**config.mk**
```make
export PLATFORM = sky130hd
export DESIGN_NAME = irq_router
export DESIGN_NICKNAME = d
export VERILOG_FILES = /design/src/rtl/irq_rt_pkg.sv /design/src/rtl/irq_grp_bitmap.sv /design/src/rtl/irq_route_regs.sv /design/src/rtl/irq_route_merge.sv /design/src/rtl/irq_router.sv
export SDC_FILE = /design/constraint.sdc
export NUM_CORES = 1
export LEC_CHECK = 0
export BUFFER_PORTS_ARGS = -buffer_cell sky130_fd_sc_hd__buf_2
export CAP_MARGIN = 20
export CORE_MARGIN = 10
export CORE_UTILIZATION = 60
export CTS_CLUSTER_SIZE = 25
export DETAILED_ROUTE_END_ITERATION = 6
export PLACE_DENSITY = 0.78
export REMOVE_ABC_BUFFERS = 1
export SLEW_MARGIN = 20
export SYNTH_ARGS = -nofsm -noshare
export SYNTH_HDL_FRONTEND = slang
export SYNTH_HIERARCHICAL = 1
export SYNTH_SLANG_ARGS = --single-unit
```
**constraint.sdc**
```tcl
create_clock -name clk -period 5.71 [get_ports clk]
set_input_delay 0.8565 -clock clk [delete_from_list [all_inputs] [get_ports clk]]
set_output_delay 0.8565 -clock clk [all_outputs]
set_load 0.05 [all_outputs]
```
**src/rtl/irq_rt_pkg.sv**
```systemverilog
package irq_rt_pkg;
    localparam int GRP_CNT   = 4;
    localparam int GRP_W     = 2;
    localparam int ROUTE_W   = 8;
    localparam int ADDR_W    = 3;
    localparam logic [ROUTE_W-1:0] ROUTE_RST = 8'h80;

    typedef logic [ROUTE_W-1:0] route_t;

    // rotate the pin by the low slot bits to pick the shared group
    function automatic logic [GRP_W-1:0] swizzle(input logic [1:0] pin,
                                                 input logic [4:0] slot);
        return pin + slot[GRP_W-1:0];
    endfunction
endpackage

```
**src/rtl/irq_grp_bitmap.sv**
```systemverilog
module irq_grp_bitmap
    import irq_rt_pkg::*;
#(
    parameter int NUM_DEV = 64,
    localparam int IDX_W = $clog2(NUM_DEV)
) (
    input  logic               clk,
    input  logic               rst_n,
    input  logic               evt_valid,
    input  logic [IDX_W-1:0]   evt_idx,
    input  logic [GRP_W-1:0]   evt_grp,
    input  logic               evt_level,
    output logic [GRP_CNT-1:0] grp_any_nxt
);
    logic [NUM_DEV-1:0] bits_q [GRP_CNT];
    logic [NUM_DEV-1:0] bits_d [GRP_CNT];

    always_comb begin
        for (int g = 0; g < GRP_CNT; g++) bits_d[g] = bits_q[g];
        if (evt_valid) bits_d[evt_grp][evt_idx] = evt_level;
    end

    always_ff @(posedge clk) begin
        for (int g = 0; g < GRP_CNT; g++) begin
            if (!rst_n) bits_q[g] <= '0;
            else        bits_q[g] <= bits_d[g];
        end
    end

    for (genvar g = 0; g < GRP_CNT; g++) begin : g_grp
        assign grp_any_nxt[g] = |bits_d[g];

        AST_OTHER_GRP_HELD: assert property (@(posedge clk) disable iff (!rst_n)
            (evt_valid && evt_grp != GRP_W'(g)) |=> $stable(bits_q[g]))
            else $error("group %0d changed by a report for another group", g);
        AST_IDLE_GRP_HELD: assert property (@(posedge clk) disable iff (!rst_n)
            !evt_valid |=> $stable(bits_q[g]))
            else $error("group %0d changed with no report", g);
        AST_ONE_BIT_MOVES: assert property (@(posedge clk) disable iff (!rst_n)
            evt_valid |=> ($countones(bits_q[g] ^ $past(bits_q[g])) <= 1))
            else $error("more than one device bit changed in group %0d", g);
    end
endmodule

```
**src/rtl/irq_route_regs.sv**
```systemverilog
module irq_route_regs
    import irq_rt_pkg::*;
#(
    parameter int NUM_IRQ = 16,
    localparam int MODE_BYTES = NUM_IRQ / 8,
    localparam int MODE_BASE  = GRP_CNT
) (
    input  logic                   clk,
    input  logic                   rst_n,
    input  logic                   wr_en,
    input  logic [ADDR_W-1:0]      addr,
    input  logic [ROUTE_W-1:0]     wdata,
    output logic [ROUTE_W-1:0]     rdata,
    output route_t [GRP_CNT-1:0]   route_nxt,
    output logic [NUM_IRQ-1:0]     mode_q
);
    route_t [GRP_CNT-1:0] route_q;
    logic [NUM_IRQ-1:0]   mode_d;

    always_comb begin
        route_nxt = route_q;
        if (wr_en && addr < ADDR_W'(GRP_CNT))
            route_nxt[addr[GRP_W-1:0]] = wdata;
    end

    for (genvar b = 0; b < MODE_BYTES; b++) begin : g_mode
        assign mode_d[b*8 +: 8] = (wr_en && addr == ADDR_W'(MODE_BASE + b))
                                  ? wdata : mode_q[b*8 +: 8];
    end

    always_ff @(posedge clk) begin
        if (!rst_n) begin
            route_q <= {GRP_CNT{ROUTE_RST}};
            mode_q  <= '0;
        end else begin
            route_q <= route_nxt;
            mode_q  <= mode_d;
        end
    end

    always_comb begin
        rdata = '0;
        if (addr < ADDR_W'(GRP_CNT)) rdata = route_q[addr[GRP_W-1:0]];
        for (int b = 0; b < MODE_BYTES; b++)
            if (addr == ADDR_W'(MODE_BASE + b)) rdata = mode_q[b*8 +: 8];
    end

    AST_REGS_HELD_NO_WR: assert property (@(posedge clk) disable iff (!rst_n)
        !wr_en |=> ($stable(route_q) && $stable(mode_q)))
        else $error("register changed without a write");
    AST_UNMAPPED_WR_IGNORED: assert property (@(posedge clk) disable iff (!rst_n)
        (wr_en && addr >= ADDR_W'(MODE_BASE + MODE_BYTES)) |=> ($stable(route_q) && $stable(mode_q)))
        else $error("write to unmapped address changed a register");
endmodule

```
**src/rtl/irq_route_merge.sv**
```systemverilog
module irq_route_merge
    import irq_rt_pkg::*;
#(
    parameter int NUM_IRQ = 16,
    localparam int IRQ_W = $clog2(NUM_IRQ)
) (
    input  logic                 clk,
    input  logic                 rst_n,
    input  logic [GRP_CNT-1:0]   grp_any,
    input  route_t [GRP_CNT-1:0] route,
    output logic [NUM_IRQ-1:0]   irq_q
);
    logic [NUM_IRQ-1:0] irq_d;
    logic [GRP_CNT-1:0] grp_on;

    for (genvar g = 0; g < GRP_CNT; g++) begin : g_en
        assign grp_on[g] = route[g] < ROUTE_W'(NUM_IRQ);
    end

    always_comb begin
        irq_d = '0;
        for (int i = 0; i < NUM_IRQ; i++)
            for (int g = 0; g < GRP_CNT; g++)
                if (grp_on[g] && grp_any[g] && route[g][IRQ_W-1:0] == IRQ_W'(i))
                    irq_d[i] = 1'b1;
    end

    always_ff @(posedge clk) begin
        if (!rst_n) irq_q <= '0;
        else        irq_q <= irq_d;
    end

    AST_AT_MOST_GRP_LINES: assert property (@(posedge clk) disable iff (!rst_n)
        $countones(irq_q) <= GRP_CNT)
        else $error("more IRQ lines active than groups exist");
    AST_UNROUTED_QUIET: assert property (@(posedge clk) disable iff (!rst_n)
        (grp_on == '0) |=> (irq_q == '0))
        else $error("IRQ active with every group disconnected");
    AST_IDLE_GRPS_QUIET: assert property (@(posedge clk) disable iff (!rst_n)
        (grp_any == '0) |=> (irq_q == '0))
        else $error("IRQ active with every group empty");
endmodule

```
**src/rtl/irq_router.sv**
```systemverilog
module irq_router
    import irq_rt_pkg::*;
#(
    parameter int NUM_DEV = 64,
    parameter int NUM_IRQ = 16,
    localparam int IDX_W = $clog2(NUM_DEV)
) (
    input  logic               clk,
    input  logic               rst_n,
    input  logic               lvl_valid,
    input  logic [IDX_W-1:0]   lvl_dev,
    input  logic [4:0]         lvl_slot,
    input  logic [1:0]         lvl_pin,
    input  logic               lvl_value,
    input  logic               cfg_wr,
    input  logic [ADDR_W-1:0]  cfg_addr,
    input  logic [7:0]         cfg_wdata,
    output logic [7:0]         cfg_rdata,
    output logic [NUM_IRQ-1:0] irq_out,
    output logic [NUM_IRQ-1:0] irq_level_mode
);
    logic [GRP_W-1:0]     evt_grp;
    logic [GRP_CNT-1:0]   grp_any_nxt;
    route_t [GRP_CNT-1:0] route_nxt;

    assign evt_grp = swizzle(lvl_pin, lvl_slot);

    irq_grp_bitmap #(.NUM_DEV(NUM_DEV)) u_bitmap (
        .clk         (clk),
        .rst_n       (rst_n),
        .evt_valid   (lvl_valid),
        .evt_idx     (lvl_dev),
        .evt_grp     (evt_grp),
        .evt_level   (lvl_value),
        .grp_any_nxt (grp_any_nxt)
    );

    irq_route_regs #(.NUM_IRQ(NUM_IRQ)) u_regs (
        .clk       (clk),
        .rst_n     (rst_n),
        .wr_en     (cfg_wr),
        .addr      (cfg_addr),
        .wdata     (cfg_wdata),
        .rdata     (cfg_rdata),
        .route_nxt (route_nxt),
        .mode_q    (irq_level_mode)
    );

    irq_route_merge #(.NUM_IRQ(NUM_IRQ)) u_merge (
        .clk     (clk),
        .rst_n   (rst_n),
        .grp_any (grp_any_nxt),
        .route   (route_nxt),
        .irq_q   (irq_out)
    );

    AST_QUIET_AFTER_RESET: assert property (@(posedge clk)
        !rst_n |=> (irq_out == '0 && irq_level_mode == '0))
        else $error("outputs not cleared by reset");
endmodule

```
==> results.md <==
* Status: finished, violations left
* Failing checks: design-rule violations
* Internal power at 0.003775 W
* Number of global-route vias before repair at 17.73k
* Drt pass-1 iters at 7
* Setup TNS at 0 ns
* Die Width at 194.5 µm
* Critical Path Max Stage Delay at 0.77 ns
* P&R area growth vs syn at 9.516%
* Depth of the CTS H-tree at 2
* Design Power at 0.005170 W
* Gate power share at 0.116
* Synth Area in Adders at 0.0006851
* Final ANT Viol Nets at 0
* Cell Area, Synth at 18,260 µm²
* Xor/xnor share of the synthesized area at 0.002261
* Post-CTS setup buffers at 0
* Crit path time final at 5.007 ns
* Diode count at 0
* Pins Over Slew Limit at 0
* Placed cell area at 18,820 µm²
* CTS resizes at 0
* Multi-input gate area at 10,880 µm²
* Mux cell area share after synthesis at 0.08276
* CP delay by family, top: simple AND/OR/NAND/NOR gates
* TritonCTS clock tree: built
* Final Hold Viols at 0
* Sw Share at 0.2698
* Synth area leaders: dfxtp_1, a21boi_0, mux2i_1
* DRC Markers at 12
* # clock sinks at 320
* Initial DRC Count at 2,694
* # nets final at 2,225
* Via/cell ratio at 7.247
* Critical Path Stages at 13
* Port Buffer Count at 65
* Worst hold stages at 2
* Max_cap viols at 0
* Slew HR at 0.2293
* Synth Register Bits at 320
* Cells after Synth at 2,243
* RSZ-0062 raised after global routing: no
* Final Util at 0.6695
* Compound-cell area share of the yosys netlist at 0.2901
* CP Capture Type: flip-flop
* Fin crit share at 0.8768
* Worst-Margin Slew at 1.156 ns
* Placer Congestion at 0.9824
* Share of the synthesized area in the top cell type at 0.3508
* DR WL/cell at 24.39 µm
* Most common cell after layout, fill and taps aside: dfxtp_1
* CTS max path bufs at 3
* CP max stage cell: nor3b_2
* Initial Utilization at 0.6113
* Die H at 194.5 µm
* Power per cell area at 258.5 nW/µm²
* VDD IR max at 0.2226 mV
* Crit path arrival time at 5.43 ns
* Critical path cell sequence: buf_2 > nor3b_2 > buf_4 > nand2_1 > o22ai_1 > a21oi_1 > nor4_1 > nor4bb_1 > nand4_1 > nor2b_1 > nand4b_1 > nor2_1 > o31a_1
* Layout cells sized above 1 at 0.1248
* Largest net degree at the start of global routing at 172
* Skew final at 0.01726 ns
* Bufs and invs on worst path at 2
* Netlist cell types at 69
* Tightest Hold Check Type: reg2reg
* Clock network fraction of total power at 0.449
* Via count at 18.91k
* Core area at 29,870 µm²
* Row count at 63
* Synth warn at 6
* Total grt overflow at 0
* DRT Wirelength at 63,650 µm
* Initial antenna violation count at 1
* Post-Syn Area per Cell at 8.142 µm²
* TritonCTS buffer count at 36
* CTS root buffer: clkbuf_16
* Hold Buf Count CTS at 0
* Crit-path max FO at 32
* Reg2Reg Depth at 10
* Sequential fraction of the synthesis area at 0.3508
* Largest family of logic cells by synthesized area: compound AO/OA/AOI/OAI gates
* Critical Path RT at 6.13 ns
* Storage cell area at 6406 µm²
* Critical path class: in2reg
* FFs w/ async S/R, synth at 0
* Fmax at 0.1997 GHz
* Gr usage total at 0.3147
* Hold Worst Slack at 0.4825 ns
* Post-synthesis simple-gate area fraction at 0.2182
* Fill cells at 2,482
* Die area at 37,820 µm²
* Main synth FF type: dfxtp_1
* First-pass GRT wire length at 98,990 µm
* Clock latency on the worst-skew pair at 0.53 ns
* Leakage dissipation at 6.915 nW
* Clk slew on worst S/H paths at 0.06 ns
* Final instance area at 20,000 µm²
* Post-synth EDFFs at 0
* Yosys top cell by area: dfxtp_1
* Hpwl dp at 41,020 µm
* I/O pin count at 69
* Switching pwr at 0.001395 W
* Most frequent cells in the layout: dfxtp_1, o21ai_0, a21boi_0
* Startpoint Class: input port
* Final setup viols at 0
* Seq pwr share at 0.435
[Yosys cell counts (28+ instances only)]
cell type / number
a31oi_1: 61
nand2_1: 157
clkbuf_1: 153
a21boi_0: 207
buf_1: 46
o22ai_1: 99
mux2i_1: 112
nand3_1: 123
dfxtp_1: 320
a211oi_1: 76
nor2b_1: 58
nand4_1: 132
o21ai_0: 216
nor2_1: 76
a21oi_1: 61
and2_1: 35
buf_2: 28
[registers in the layout, indices dropped and copies added (netlist names)]
register	flops
u_merge/irq_q	16
u_regs/mode_q	16
u_bitmap/bits_q	256
u_regs/route_q	32
[cell families (layout without fill, tap and decap cells)]
family                     count (synthesis)  after routing
muxes                                    144            144
DFF                                      320            320
adders and majority gates                  1              1
and+or+nand+nor                          721            721
xor gates and xnor gates                   3              3
buffers and inverters                    243            220
AOI/OAI and AO/OA                        811            811
[routing by layer]
metal	global-route usage	wire, µm
met5	0	13
met4	0.1735	3847
met3	0.08088	8319
met2	0.4742	27320
met1	0.4021	24150
[worst paths after layout]
path,start,endpoint,slack [ns]
worst min-delay path,u_bitmap/bits_q[1][55],u_bitmap/bits_q[1][55],0.48
worst max-delay path,lvl_dev[2],u_merge/irq_q[7],0.70
worst max register to register,u_bitmap/bits_q[0][2],u_merge/irq_q[3],2.47
worst min register to register,u_bitmap/bits_q[1][55],u_bitmap/bits_q[1][55],0.48
[cell type report]
type	instances	area share
Multi-Input combinational cell	1680	0.5439
Sequential cell	320	0.3203
Clock buffer	53	0.05480
Timing Repair Buffer	152	0.05142
Tap cell	390	0.02440
Clock inverter	10	0.004254
Inverter	5	0.0009384
[per-stage QoR]
stage	worst slack (ns)	instances
floorplan	0.02966	2005
global placement	0.6107	2547
detailed placement	0.5685	2547
CTS	1.118	2610
global route	0.8248	2610
finish	0.7034	2610
[power by group through the flow]
| stage | clock, W | combinational (W) | sequential (W) |
|---|---|---|---|
| 6_report | 0.00232 | 0.000598 | 0.00225 |
| 5_1_grt | 0.00244 | 0.000610 | 0.00225 |
| 4_1_cts | 0.00234 | 0.000564 | 0.00225 |
| 3_5_place_dp | 0 | 0.000562 | 0.00230 |
| 3_3_place_gp | 0 | 0.000554 | 0.00230 |
| 2_1_floorplan | 0 | 0.000254 | 0.00231 |
[worst reg2reg max path, delay by kind of cell, from the launching register on]
kind / cells / cell delay (ns)
AND/OR/NAND/NOR: 6 / 2.14
flip-flops: 1 / 0.33
AO/OA/AOI/OAI: 4 / 0.68
(Power assumes the default switching activity.)
